<file path="config.mk">
export PLATFORM = sky130hd
export DESIGN_NAME = exc_entry_seq
export DESIGN_NICKNAME = d
export VERILOG_FILES = /design/src/rtl/exc_pkg.sv /design/src/rtl/exc_arbiter.sv /design/src/rtl/exc_vector.sv /design/src/rtl/exc_sr_calc.sv /design/src/rtl/exc_entry_seq.sv
export SDC_FILE = /design/constraint.sdc
export NUM_CORES = 1
export LEC_CHECK = 0
export ABC_AREA = 1
export BUFFER_PORTS_ARGS = -buffer_cell sky130_fd_sc_hd__buf_2
export CAP_MARGIN = 20
export CORE_AREA = 2 2 252 155
export CTS_BUF_LIST = sky130_fd_sc_hd__clkbuf_4 sky130_fd_sc_hd__clkbuf_8
export CTS_CLUSTER_SIZE = 14
export DETAILED_ROUTE_END_ITERATION = 12
export DIE_AREA = 0 0 254 157
export HOLD_SLACK_MARGIN = 0.06
export SLEW_MARGIN = 20
export SYNTH_ARGS = -nofsm -noshare
export SYNTH_HDL_FRONTEND = slang
export SYNTH_HIERARCHICAL = 1
export SYNTH_SLANG_ARGS = --single-unit
</file>
<file path="constraint.sdc">
create_clock -name clk_i -period 0.9 [get_ports clk_i]
set_input_delay 0 -clock clk_i [delete_from_list [all_inputs] [get_ports clk_i]]
set_output_delay 0 -clock clk_i [all_outputs]
set_load 0.01 [all_outputs]
</file>
<file path="src/rtl/exc_pkg.sv">
package exc_pkg;
  typedef enum logic [2:0] {
    CLS_NONE  = 3'd0,
    CLS_RESET = 3'd1,
    CLS_GEN   = 3'd2,
    CLS_TRAP  = 3'd3,
    CLS_TLB   = 3'd4,
    CLS_IRQ   = 3'd5
  } ev_cls_e;

  localparam logic [1:0] KIND_TRAP = 2'd1;
  localparam logic [1:0] KIND_TLB  = 2'd2;

  localparam int SR_T  = 0;
  localparam int SR_S  = 1;
  localparam int SR_Q  = 8;
  localparam int SR_M  = 9;
  localparam int SR_FD = 15;
  localparam int SR_BL = 28;
  localparam int SR_RB = 29;
  localparam int SR_MD = 30;
  localparam int IMASK_LO = 4;
  localparam int IMASK_HI = 7;
endpackage

</file>
<file path="src/rtl/exc_arbiter.sv">
module exc_arbiter
  import exc_pkg::*;
(
  input  logic       rst_req_i,
  input  logic       exc_req_i,
  input  logic [1:0] exc_kind_i,
  input  logic       irq_req_i,
  output ev_cls_e    cls_o
);
  always_comb begin
    cls_o = CLS_NONE;
    if (rst_req_i)                cls_o = CLS_RESET;
    else if (exc_req_i) begin
      if (exc_kind_i == KIND_TRAP)     cls_o = CLS_TRAP;
      else if (exc_kind_i == KIND_TLB) cls_o = CLS_TLB;
      else                             cls_o = CLS_GEN;
    end
    else if (irq_req_i)           cls_o = CLS_IRQ;
  end
endmodule

</file>
<file path="src/rtl/exc_vector.sv">
module exc_vector
  import exc_pkg::*;
#(
  parameter int unsigned     XLEN     = 32,
  parameter logic [XLEN-1:0] RESET_PC = 'hA000_0000,
  parameter logic [XLEN-1:0] VEC_GEN  = 'h100,
  parameter logic [XLEN-1:0] VEC_TLB  = 'h400,
  parameter logic [XLEN-1:0] VEC_IRQ  = 'h600
) (
  input  ev_cls_e         cls_i,
  input  logic [XLEN-1:0] pc_i,
  input  logic [XLEN-1:0] vbr_i,
  input  logic            in_slot_i,
  output logic [XLEN-1:0] tgt_pc_o,
  output logic [XLEN-1:0] tgt_npc_o,
  output logic [XLEN-1:0] spc_o,
  output logic            halt_o
);
  localparam logic [XLEN-1:0] INSN_BYTES = XLEN'(2);

  logic sync_exc;
  logic [XLEN-1:0] offs;

  assign sync_exc = (cls_i == CLS_GEN) || (cls_i == CLS_TRAP) || (cls_i == CLS_TLB);

  always_comb begin
    case (cls_i)
      CLS_TLB: offs = VEC_TLB;
      CLS_IRQ: offs = VEC_IRQ;
      default: offs = VEC_GEN;
    endcase
  end

  always_comb begin
    halt_o   = sync_exc && (vbr_i == '0);
    tgt_pc_o = (cls_i == CLS_RESET) ? RESET_PC : vbr_i + offs;
    // slot faults restart at the branch that owns the slot
    spc_o    = (sync_exc && in_slot_i) ? pc_i - INSN_BYTES : pc_i;
  end

  assign tgt_npc_o = tgt_pc_o + INSN_BYTES;
endmodule

</file>
<file path="src/rtl/exc_sr_calc.sv">
module exc_sr_calc
  import exc_pkg::*;
#(
  parameter int unsigned     XLEN     = 32,
  parameter logic [XLEN-1:0] RESET_SR = 'h7000_00F0
) (
  input  ev_cls_e         cls_i,
  input  logic            halt_i,
  input  logic [XLEN-1:0] sr_i,
  input  logic            flag_t_i,
  input  logic            flag_s_i,
  input  logic            flag_m_i,
  input  logic            flag_q_i,
  output logic [XLEN-1:0] ssr_o,
  output logic [XLEN-1:0] sr_new_o,
  output logic            swap_o
);
  logic old_bank, new_bank, active;

  always_comb begin
    ssr_o       = sr_i;
    ssr_o[SR_T] = flag_t_i;
    ssr_o[SR_S] = flag_s_i;
    ssr_o[SR_M] = flag_m_i;
    ssr_o[SR_Q] = flag_q_i;
  end

  always_comb begin
    if (cls_i == CLS_RESET) begin
      sr_new_o = RESET_SR;
      sr_new_o[IMASK_HI:IMASK_LO] = '1;
      sr_new_o[SR_FD] = 1'b0;
    end else begin
      sr_new_o = ssr_o;
    end
    sr_new_o[SR_MD] = 1'b1;
    sr_new_o[SR_BL] = 1'b1;
    sr_new_o[SR_RB] = 1'b1;
  end

  assign active   = (cls_i != CLS_NONE) && !halt_i;
  assign old_bank = sr_i[SR_MD] & sr_i[SR_RB];
  assign new_bank = sr_new_o[SR_MD] & sr_new_o[SR_RB];
  assign swap_o   = active && (old_bank != new_bank);
endmodule

</file>
<file path="src/rtl/exc_entry_seq.sv">
module exc_entry_seq
  import exc_pkg::*;
#(
  parameter int unsigned     XLEN        = 32,
  parameter int unsigned     CODE_W      = 12,
  parameter int unsigned     IMM_W       = 8,
  parameter logic [XLEN-1:0] RESET_PC    = 'hA000_0000,
  parameter logic [XLEN-1:0] RESET_SR    = 'h7000_00F0,
  parameter logic [XLEN-1:0] RESET_FPSCR = 'h0004_0001,
  parameter logic [XLEN-1:0] VEC_GEN     = 'h100,
  parameter logic [XLEN-1:0] VEC_TLB     = 'h400,
  parameter logic [XLEN-1:0] VEC_IRQ     = 'h600
) (
  input  logic              clk_i,
  input  logic              rst_ni,
  input  logic              rst_req_i,
  input  logic [CODE_W-1:0] rst_code_i,
  input  logic              exc_req_i,
  input  logic [1:0]        exc_kind_i,
  input  logic [CODE_W-1:0] exc_code_i,
  input  logic [CODE_W-1:0] exc_slot_code_i,
  input  logic [IMM_W-1:0]  trap_imm_i,
  input  logic              irq_req_i,
  input  logic [CODE_W-1:0] irq_code_i,
  input  logic [XLEN-1:0]   pc_i,
  input  logic [XLEN-1:0]   sr_i,
  input  logic              flag_t_i,
  input  logic              flag_s_i,
  input  logic              flag_m_i,
  input  logic              flag_q_i,
  input  logic [XLEN-1:0]   r15_i,
  input  logic [XLEN-1:0]   vbr_i,
  input  logic              in_slot_i,
  output logic              upd_o,
  output logic [XLEN-1:0]   pc_o,
  output logic [XLEN-1:0]   npc_o,
  output logic [XLEN-1:0]   sr_o,
  output logic              save_o,
  output logic [XLEN-1:0]   spc_o,
  output logic [XLEN-1:0]   ssr_o,
  output logic [XLEN-1:0]   sgr_o,
  output logic              slot_clr_o,
  output logic              expevt_we_o,
  output logic [CODE_W-1:0] expevt_o,
  output logic              intevt_we_o,
  output logic [CODE_W-1:0] intevt_o,
  output logic              tra_we_o,
  output logic [XLEN-1:0]   tra_o,
  output logic              vbr_clr_o,
  output logic              fpscr_we_o,
  output logic [XLEN-1:0]   fpscr_o,
  output logic              bank_swap_o,
  output logic              halt_o
);
  localparam int unsigned TRA_W = IMM_W + 2;

  ev_cls_e         cls;
  logic [XLEN-1:0] tgt_pc, tgt_npc, spc_n, ssr_n, sr_n;
  logic            halt_n, swap_n, sync_exc, take, save_n;

  exc_arbiter u_arb (
    .rst_req_i (rst_req_i),
    .exc_req_i (exc_req_i),
    .exc_kind_i(exc_kind_i),
    .irq_req_i (irq_req_i),
    .cls_o     (cls)
  );

  exc_vector #(
    .XLEN(XLEN), .RESET_PC(RESET_PC),
    .VEC_GEN(VEC_GEN), .VEC_TLB(VEC_TLB), .VEC_IRQ(VEC_IRQ)
  ) u_vec (
    .cls_i    (cls),
    .pc_i     (pc_i),
    .vbr_i    (vbr_i),
    .in_slot_i(in_slot_i),
    .tgt_pc_o (tgt_pc),
    .tgt_npc_o(tgt_npc),
    .spc_o    (spc_n),
    .halt_o   (halt_n)
  );

  exc_sr_calc #(.XLEN(XLEN), .RESET_SR(RESET_SR)) u_sr (
    .cls_i   (cls),
    .halt_i  (halt_n),
    .sr_i    (sr_i),
    .flag_t_i(flag_t_i),
    .flag_s_i(flag_s_i),
    .flag_m_i(flag_m_i),
    .flag_q_i(flag_q_i),
    .ssr_o   (ssr_n),
    .sr_new_o(sr_n),
    .swap_o  (swap_n)
  );

  assign sync_exc = (cls == CLS_GEN) || (cls == CLS_TRAP) || (cls == CLS_TLB);
  assign take     = (cls != CLS_NONE) && !halt_n;
  assign save_n   = take && (cls != CLS_RESET);

  always_ff @(posedge clk_i or negedge rst_ni) begin
    if (!rst_ni) begin
      upd_o       <= 1'b0;
      pc_o        <= RESET_PC;
      npc_o       <= RESET_PC + XLEN'(2);
      sr_o        <= RESET_SR;
      save_o      <= 1'b0;
      spc_o       <= '0;
      ssr_o       <= '0;
      sgr_o       <= '0;
      slot_clr_o  <= 1'b0;
      expevt_we_o <= 1'b0;
      expevt_o    <= '0;
      intevt_we_o <= 1'b0;
      intevt_o    <= '0;
      tra_we_o    <= 1'b0;
      tra_o       <= '0;
      vbr_clr_o   <= 1'b0;
      fpscr_we_o  <= 1'b0;
      fpscr_o     <= RESET_FPSCR;
      bank_swap_o <= 1'b0;
      halt_o      <= 1'b0;
    end else begin
      upd_o       <= take;
      save_o      <= save_n;
      slot_clr_o  <= take && sync_exc && in_slot_i;
      expevt_we_o <= take && (cls != CLS_IRQ);
      intevt_we_o <= take && (cls == CLS_IRQ);
      tra_we_o    <= take && (cls == CLS_TRAP);
      vbr_clr_o   <= cls == CLS_RESET;
      fpscr_we_o  <= cls == CLS_RESET;
      bank_swap_o <= swap_n;
      halt_o      <= halt_n;
      if (take) begin
        pc_o  <= tgt_pc;
        npc_o <= tgt_npc;
        sr_o  <= sr_n;
      end
      if (save_n) begin
        spc_o <= spc_n;
        ssr_o <= ssr_n;
        sgr_o <= r15_i;
      end
      if (cls == CLS_RESET) begin
        expevt_o <= rst_code_i;
        fpscr_o  <= RESET_FPSCR;
      end else if (take && sync_exc) begin
        expevt_o <= in_slot_i ? exc_slot_code_i : exc_code_i;
      end
      if (take && (cls == CLS_IRQ)) intevt_o <= irq_code_i;
      if (take && (cls == CLS_TRAP)) tra_o <= XLEN'({trap_imm_i, 2'b00});
    end
  end

  logic [TRA_W-1:0] unused_tra_w;
  assign unused_tra_w = '0;

  a_r12_single_code_strobe: assert property (@(posedge clk_i) disable iff (!rst_ni)
    !(expevt_we_o && intevt_we_o));

  a_r6_npc_next: assert property (@(posedge clk_i) disable iff (!rst_ni)
    upd_o |-> npc_o == pc_o + XLEN'(2));

  a_r7_priv_bits: assert property (@(posedge clk_i) disable iff (!rst_ni)
    save_o |-> sr_o[SR_MD] && sr_o[SR_BL] && sr_o[SR_RB]);

  a_r11_halt_alone: assert property (@(posedge clk_i) disable iff (!rst_ni)
    halt_o |-> !upd_o && !save_o && !expevt_we_o && !tra_we_o && !bank_swap_o);

  a_r2_reset_wins: assert property (@(posedge clk_i) disable iff (!rst_ni)
    rst_req_i |=> fpscr_we_o && !save_o && !intevt_we_o && !halt_o);

  a_r8_slot_spc: assert property (@(posedge clk_i) disable iff (!rst_ni)
    (exc_req_i && !rst_req_i && in_slot_i && vbr_i != '0) |=>
      slot_clr_o && spc_o == $past(pc_i) - XLEN'(2));

  a_r9_trap_pairs_code: assert property (@(posedge clk_i) disable iff (!rst_ni)
    tra_we_o |-> expevt_we_o && save_o);
endmodule

</file>
* Word-level counts from Yosys, hierarchy flattened
Cells that the tools add are included.
** Cells by class
- $add $sub $neg :: 3
- Equal/unequal tests :: 9
- Muxes and demuxes :: 12
- Bitwise gates (word level) :: 2
- Reductions and logical operators :: 16
** Operator list (count)
- 32-bit 2-to-1 mux :: 3
- 12-bit 2-to-1 mux :: 3
- 32-bit by 11-bit adder with 32-bit output :: 1
- 32-bit by 2-bit adder with 32-bit output, second input constant :: 1
- 32-bit zero test :: 1
- 32-bit by 2-bit subtractor with 32-bit output, second input constant :: 1
- 11-bit one-hot mux with 2 select lines :: 1
- 3-bit 2-to-1 mux :: 5
- 1-bit logical AND :: 10
- 3-bit by 2-bit == test with 1-bit output, second input constant :: 2
- 3-bit == test, second input constant :: 2
- 3-bit by 1-bit == test with 1-bit output, second input constant :: 1
- 3-bit by 1-bit inequality test with 1-bit output, second input constant :: 1
- 3-bit inequality test, second input constant :: 1
- 3-bit nonzero test :: 1
- 2-bit by 1-bit == test with 1-bit output, second input constant :: 1
- 2-bit == test, second input constant :: 1
- 1-bit logical OR :: 2
- 2-bit nonzero test :: 1
- 1-bit AND :: 1
- 1-bit zero test :: 1
- 1-bit NOT :: 1
** Storage, ports and cells
- Register bits :: 230
- Output and inout port bits :: 290
- Logic and storage cells :: 60

* Depth between registers and ports, before layout
- Word-level depth :: 14
- Depth in mapped cells :: 25

* Hierarchy
The synthesis kept the hierarchy.
** By module, submodules not included
- exc_entry_seq :: instances 1, cells an instance 1109, area each 9415.3 µm²
- exc_vector :: instances 1, cells an instance 573, area each 2914.0 µm²
- exc_sr_calc :: instances 1, cells an instance 81, area each 606.8 µm²
- exc_arbiter :: instances 1, cells an instance 12, area each 53.8 µm²

* Least setup slack after synthesis
Ideal clock, no wire load.
- Path type :: input to register
- Start :: input port exc_kind_i[1]
- End :: register npc_o[21]
- Data arrival time :: 2515 ps
- Data required time :: 783 ps
- Slack :: -1732 ps
- Stages :: 22
- Cells stage by stage :: inv_1 -> nand2_1 -> nand2_1 -> nor2_1 -> inv_2 -> nor3_1 -> inv_1 -> fa_1 -> inv_1 -> nand3_1 -> nand2_2 -> nand2_2 -> nand2_1 -> nand3_1 -> nor2_2 -> nand3_2 -> nor2_4 -> nand2_1 -> nand2_1 -> nand2_1 -> nand2_1 -> nand2_1
** RTL lines
- start, declared :: RTL line exc_entry_seq.sv:19 : input logic [1:0] exc_kind_i,
- 2-bit == test :: RTL line exc_arbiter.sv:15 : else if (exc_kind_i == KIND_TLB) cls_o = CLS_TLB;
- 3-bit 2-to-1 mux :: RTL line exc_arbiter.sv:15
- 3-bit 2-to-1 mux (*) :: RTL line exc_arbiter.sv:14 : if (exc_kind_i == KIND_TRAP) cls_o = CLS_TRAP;
- 3-bit 2-to-1 mux (*) :: RTL line exc_arbiter.sv:13 : else if (exc_req_i) begin
- 3-bit 2-to-1 mux (*) :: RTL line exc_arbiter.sv:12 : if (rst_req_i) cls_o = CLS_RESET;
- via cls[2] :: RTL line exc_entry_seq.sv:57 : ev_cls_e cls;
- 3-bit == test :: RTL line exc_vector.sv:27 : case (cls_i)
- 11-bit one-hot mux with 2 select lines :: RTL line exc_vector.sv:27
- 32-bit by 11-bit adder with 32-bit output :: RTL line exc_vector.sv:36 : tgt_pc_o = (cls_i == CLS_RESET) ? RESET_PC : vbr_i + offs;
- 32-bit 2-to-1 mux (*) :: RTL line exc_vector.sv:36
- 32-bit by 2-bit adder with 32-bit output (*) :: RTL line exc_vector.sv:41 : assign tgt_npc_o = tgt_pc_o + INSN_BYTES;
- via tgt_npc[21] :: RTL line exc_entry_seq.sv:58 : logic [XLEN-1:0] tgt_pc, tgt_npc, spc_n, ssr_n, sr_n;
- end signal, assigned :: RTL line exc_entry_seq.sv:104 : npc_o <= RESET_PC + XLEN'(2);
- end signal, assigned :: RTL line exc_entry_seq.sv:135 : npc_o <= tgt_npc;
- end, declared :: RTL line exc_entry_seq.sv:36 : output logic [XLEN-1:0] npc_o,
Mark *: on every way through the listed nets, which the timed path passes. The rest lies on a longest branch.
A chain may end at the register's enable or synchronous reset.

* Worst setup path in the final report
- Start :: input port exc_req_i
- End :: register npc_o[20]
** RTL lines
- start, declared :: RTL line exc_entry_seq.sv:18 : input logic exc_req_i,
- 3-bit 2-to-1 mux (*) :: RTL line exc_arbiter.sv:13
- 3-bit 2-to-1 mux (*) :: RTL line exc_arbiter.sv:12
- via cls[2] :: RTL line exc_entry_seq.sv:57
- 3-bit == test :: RTL line exc_vector.sv:27
- 11-bit one-hot mux with 2 select lines :: RTL line exc_vector.sv:27
- 32-bit by 11-bit adder with 32-bit output :: RTL line exc_vector.sv:36
- 32-bit 2-to-1 mux (*) :: RTL line exc_vector.sv:36
- 32-bit by 2-bit adder with 32-bit output (*) :: RTL line exc_vector.sv:41
- via tgt_npc[20] :: RTL line exc_entry_seq.sv:58
Marks and branches as above.

==> results.md <==
- The finished layout holds roughly 3200 standard cells, fillers aside.
- The final-report setup violation count is roughly 480.
- The number of antenna violations at the first check in global routing came to 4.
- The hold violation total from the final report was 2.
- The worst register-to-register path ends at sr_o[7]$_DFFE_PN1P_.
- The average instance in the mapped netlist occupies between 7 and 8 um2.
- Of all nets on the critical path, the largest fanout is 5.
- In the synthesized netlist the async set-or-reset flop fraction comes to 100%.
- The total die area is about 0.04 mm2.
- The number of instances in the synthesized netlist is roughly 1800.
- The effective utilization at floorplan is approximately a third.
- After routing the design area is about 0.023 mm2.
- The reported leakage power is about 13 nW.
- The number of H-tree levels is 2.
- After global routing the overflow that remains totals 0.
- The critical path endpoint category is a register.
- After detailed placement, the total cell area comes to about 0.017 mm2.
- Based on the critical path, the design can be clocked at up to 481 MHz.
- The floorplan step set the die width to roughly 250 um.
- The detailed-placement wirelength estimate is between 30000 and 40000 um.
- The tree is rooted in a sky130_fd_sc_hd__clkbuf_8.
- The total power per unit cell area is between 1500 and 2000 mW/mm2.
- In the final routed layout, each cell accounts on average for around 18 um.
- The layout overhead on the synthesized area is 78.3%.
- The clock drives between 200 and 250 sinks.
- For the worst-skew pair, the clock arrives at the later sink with an insertion delay of 0.56 ns.
- The number of global-route vias before repair is roughly 15000.
- For this run, the post-layout net count is between 2000 and 3000.
- During I/O placement, the number of pins put on the boundary was around 500.
- IR analysis of the VDD net gives a maximum drop of 1.07 mV.
- The number of detailed-routing iterations run before antenna repair is 7.
- Clock-pin slew was measured on the worst setup and hold paths at approximately 0.060 ns.
- The clock arrives with 0 ns of skew.
- The die height is 157 um.
- Routability-driven placement finished with a final weighted congestion of ~0.96.
- The number of slew-limit violations in the final report is 0.
- The number of placed instances with taps included is slightly below 3000.
- For the pin with the worst max-slew slack, the measured transition is 0.506 ns.
- The floorplan step defined a core boundary enclosing 0.0373 mm2.
- The routed via count is between 15000 and 20000.
- The path with the worst hold slack has its endpoint at npc_o[1]$_DFFE_PN1P_.
- The number of synthesized register bits is between 200 and 250.
- The number of buffer cells added on primary ports is 425.
- The placement row count is between 50 and 60.
- The critical path class is primary input to register.
- The max-cap violation count is 0.
- Setup repair after global routing could not meet its margin everywhere.
- The worst hold path belongs to the class primary input to register.
- The worst setup path is launched from a primary input.
- The share of layout cells above drive strength 1 is 44.8%.
- The first global-routing pass estimated 83200 um of wire.
- The hold-critical path depth is 5.
- The worst hold path startpoint is vbr_i[1].
- The number of buffers between clock root and the deepest sink is 3.
- The number of nets still failing antenna checks after routing is 0.
- Across all hold checks on the routed design, the worst slack comes to -0.118 ns.
- The count of warnings emitted by yosys is 6.
- Buffers inserted during clock tree synthesis total 40.
- The total routing resource utilization after global routing is between 20% and 30%.
- The remaining design rule violation count is 0.
- The count of cells along the worst register-to-register path is 2.
- The count of different cell masters after synthesis is 44.
- The cell area after synthesis is between 0.01 and 0.015 mm2.
- The time the worst path needs with I/O delays and setup is about 2.1 ns.
- For flop-to-flop paths, the worst setup slack is around 0.18 ns.
- STA puts the critical path data arrival time at 2.53 ns.
- Entering global routing, the biggest net connects 60 pins.
- The launch point of the worst reg-to-reg path is sr_o[7]$_DFFE_PN1P_.
- TritonCTS built the clock tree.
- After synthesis, flip-flops and latches occupy a little under half of the total area.
- The final setup slack of the worst path is -1.18 ns.
- The post-detailed-routing wire length is between 50000 and 60000 um.
- The remaining max-slew budget at the tightest pin is 66.3%.
- In the finished design, the share of the clock period the worst path needs comes to 231%.
- After the first detailed-routing iteration, the DRC count stood at about 1100.
- The number of vias per cell is between 4 and 5.
- The predominant post-synthesis flop cell is sky130_fd_sc_hd__dfrtp_1.
- The required time at the worst-slack endpoint is about 1.4 ns.
- The flow ran to the end, but the final reports show violations.
- Counting flops with a built-in enable in the synthesized netlist gives 0.
- The checks that failed: negative hold slack, negative setup slack.
-- cell type report --
cell class,count,area [um2]
diodes,3,7.51
multi-input cells,1318,7150
inverters,130,561
repair inverters,2,23.8
fillers,3134,14100
well taps,513,642
clock inverters,11,146
flip-flops and latches,233,5850
clock buffers,63,792
repair buffers,969,8000
-- worst max path at each step --
stage / start / endpoint / slack, ns / cells past startpoint
2_1_floorplan: exc_kind_i[1] / npc_o[23]$_DFFE_PN0P_ / -1.46 / 24
3_3_place_gp: exc_req_i / npc_o[23]$_DFFE_PN0P_ / -1.79 / 24
3_5_place_dp: exc_req_i / npc_o[23]$_DFFE_PN0P_ / -1.82 / 24
4_1_cts: exc_req_i / npc_o[31]$_DFFE_PN1P_ / -1.01 / 24
5_1_grt: exc_req_i / npc_o[21]$_DFFE_PN0P_ / -1.33 / 24
6_report: exc_req_i / npc_o[20]$_DFFE_PN0P_ / -1.18 / 23
-- per-stage QoR --
step | worst slack, ns | util, % | power [mW] | TNS (ns)
6_report | -1.18 | 62.1 | 37.9 | -260.64
3_3_place_gp | -1.79 | 46.8 | 22.6 | -346.89
4_1_cts | -1.01 | 58.1 | 36.5 | -260.32
2_1_floorplan | -1.46 | - | 17.9 | -201.84
3_5_place_dp | -1.82 | 46.8 | 22.7 | -342.67
5_1_grt | -1.33 | 62.1 | 39.8 | -279.74
-- metal layers --
| metal | up-vias | share of wire [%] | GRT usage, % |
|---|---|---|---|
| li1 | 7138 | - | - |
| met1 | 7232 | 43 | 36.8 |
| met2 | 686 | 45 | 42.2 |
| met3 | 140 | 8.2 | 7.04 |
| met4 | 2 | 3.4 | 9.50 |
| met5 | - | 0.027 | 0 |
-- cells by family (layout without fill, tap and decap cells) --
family                   Yosys count  after routing  synth area share (%)
other                              3             62                0.0867
adder cells (fa/ha/maj)            6              6                 0.636
AO/OA/AOI/OAI                     42             42                  2.54
AND/OR/NAND/NOR                 1168           1169                  37.4
flip-flops                       233            233                  45.0
XOR/XNOR                          42             42                  2.83
buffers and inverters            281           1175                  11.5
-- synthesized netlist by cell type, types with 11 or more instances --
library cell,n,share of area [%]
sky130_fd_sc_hd__buf_2,19,0.73
sky130_fd_sc_hd__buf_4,98,5.7
sky130_fd_sc_hd__clkbuf_1,25,0.72
sky130_fd_sc_hd__dfrtp_1,221,43
sky130_fd_sc_hd__dfstp_2,12,2.4
sky130_fd_sc_hd__inv_1,118,3.4
sky130_fd_sc_hd__inv_2,11,0.32
sky130_fd_sc_hd__nand2_1,889,26
sky130_fd_sc_hd__nand2_2,15,0.72
sky130_fd_sc_hd__nand3_1,66,2.5
sky130_fd_sc_hd__nand3_2,12,0.92
sky130_fd_sc_hd__nand4_1,23,1.1
sky130_fd_sc_hd__nor2_1,102,2.9
sky130_fd_sc_hd__nor2_2,16,0.77
sky130_fd_sc_hd__nor2_4,11,0.95
sky130_fd_sc_hd__nor3_1,14,0.54
sky130_fd_sc_hd__xnor2_1,14,0.94
sky130_fd_sc_hd__xor2_1,28,1.9
-- registers in the layout, indices dropped and copies added, names as in the netlist, 8 cells and up --
register  cells
npc_o        32
pc_o         32
sgr_o        32
spc_o        32
sr_o         32
ssr_o        32
expevt_o     12
intevt_o     12
tra_o         8
-- repair_timing --
action                     CTS  global route
setup endpoints to repair  467           483
resized for setup          157           248
hold endpoints to repair   405             8
gates cloned                25            18
pin swaps                   61            68
hold buffers               161             1
buffers inserted            46            40
-- critical path, cell delays in order --
cell and delay [ns]:
sky130_fd_sc_hd__buf_12 0.12, sky130_fd_sc_hd__o21ai_4 0.17, sky130_fd_sc_hd__nor2_4 0.07, sky130_fd_sc_hd__buf_6 0.12, sky130_fd_sc_hd__nand2_4 0.06, sky130_fd_sc_hd__ha_4 0.14
sky130_fd_sc_hd__inv_2 0.04, sky130_fd_sc_hd__fa_2 0.35, sky130_fd_sc_hd__inv_2 0.09, sky130_fd_sc_hd__nor2_2 0.04, sky130_fd_sc_hd__nor2_1 0.12, sky130_fd_sc_hd__nand2_2 0.10
sky130_fd_sc_hd__buf_6 0.14, sky130_fd_sc_hd__nor2_4 0.15, sky130_fd_sc_hd__inv_2 0.06, sky130_fd_sc_hd__nor2_4 0.19, sky130_fd_sc_hd__nand3_4 0.12, sky130_fd_sc_hd__nor2_4 0.15
sky130_fd_sc_hd__nand2_1 0.08, sky130_fd_sc_hd__nand2_1 0.05, sky130_fd_sc_hd__nand2_1 0.05, sky130_fd_sc_hd__nand2_1 0.05, sky130_fd_sc_hd__nand2_1 0.05
-- placed cells by master, fill, tap and decap left out, types with 48 or more instances in the layout --
cell type | Yosys | layout
sky130_fd_sc_hd__nand2_1 | 889 | 743
sky130_fd_sc_hd__nand2_4 | 1 | 53
sky130_fd_sc_hd__dlygate4sd3_1 | 0 | 161
sky130_fd_sc_hd__conb_1 | 3 | 59
sky130_fd_sc_hd__clkbuf_8 | 0 | 51
sky130_fd_sc_hd__nand3_1 | 66 | 48
sky130_fd_sc_hd__inv_1 | 118 | 98
sky130_fd_sc_hd__nor2_1 | 102 | 70
sky130_fd_sc_hd__nand2_2 | 15 | 105
sky130_fd_sc_hd__buf_2 | 19 | 419
sky130_fd_sc_hd__buf_4 | 98 | 269
sky130_fd_sc_hd__dfrtp_1 | 221 | 221
-- report_power, final --
group / internal [mW] / switching [mW]
Clock: 6.51 / 4.85
Combinational: 6.14 / 7.08
Sequential: 12.2 / 1.03
Total: 24.9 / 13.0
No activity file was read; power rests on OpenSTA's default activity.
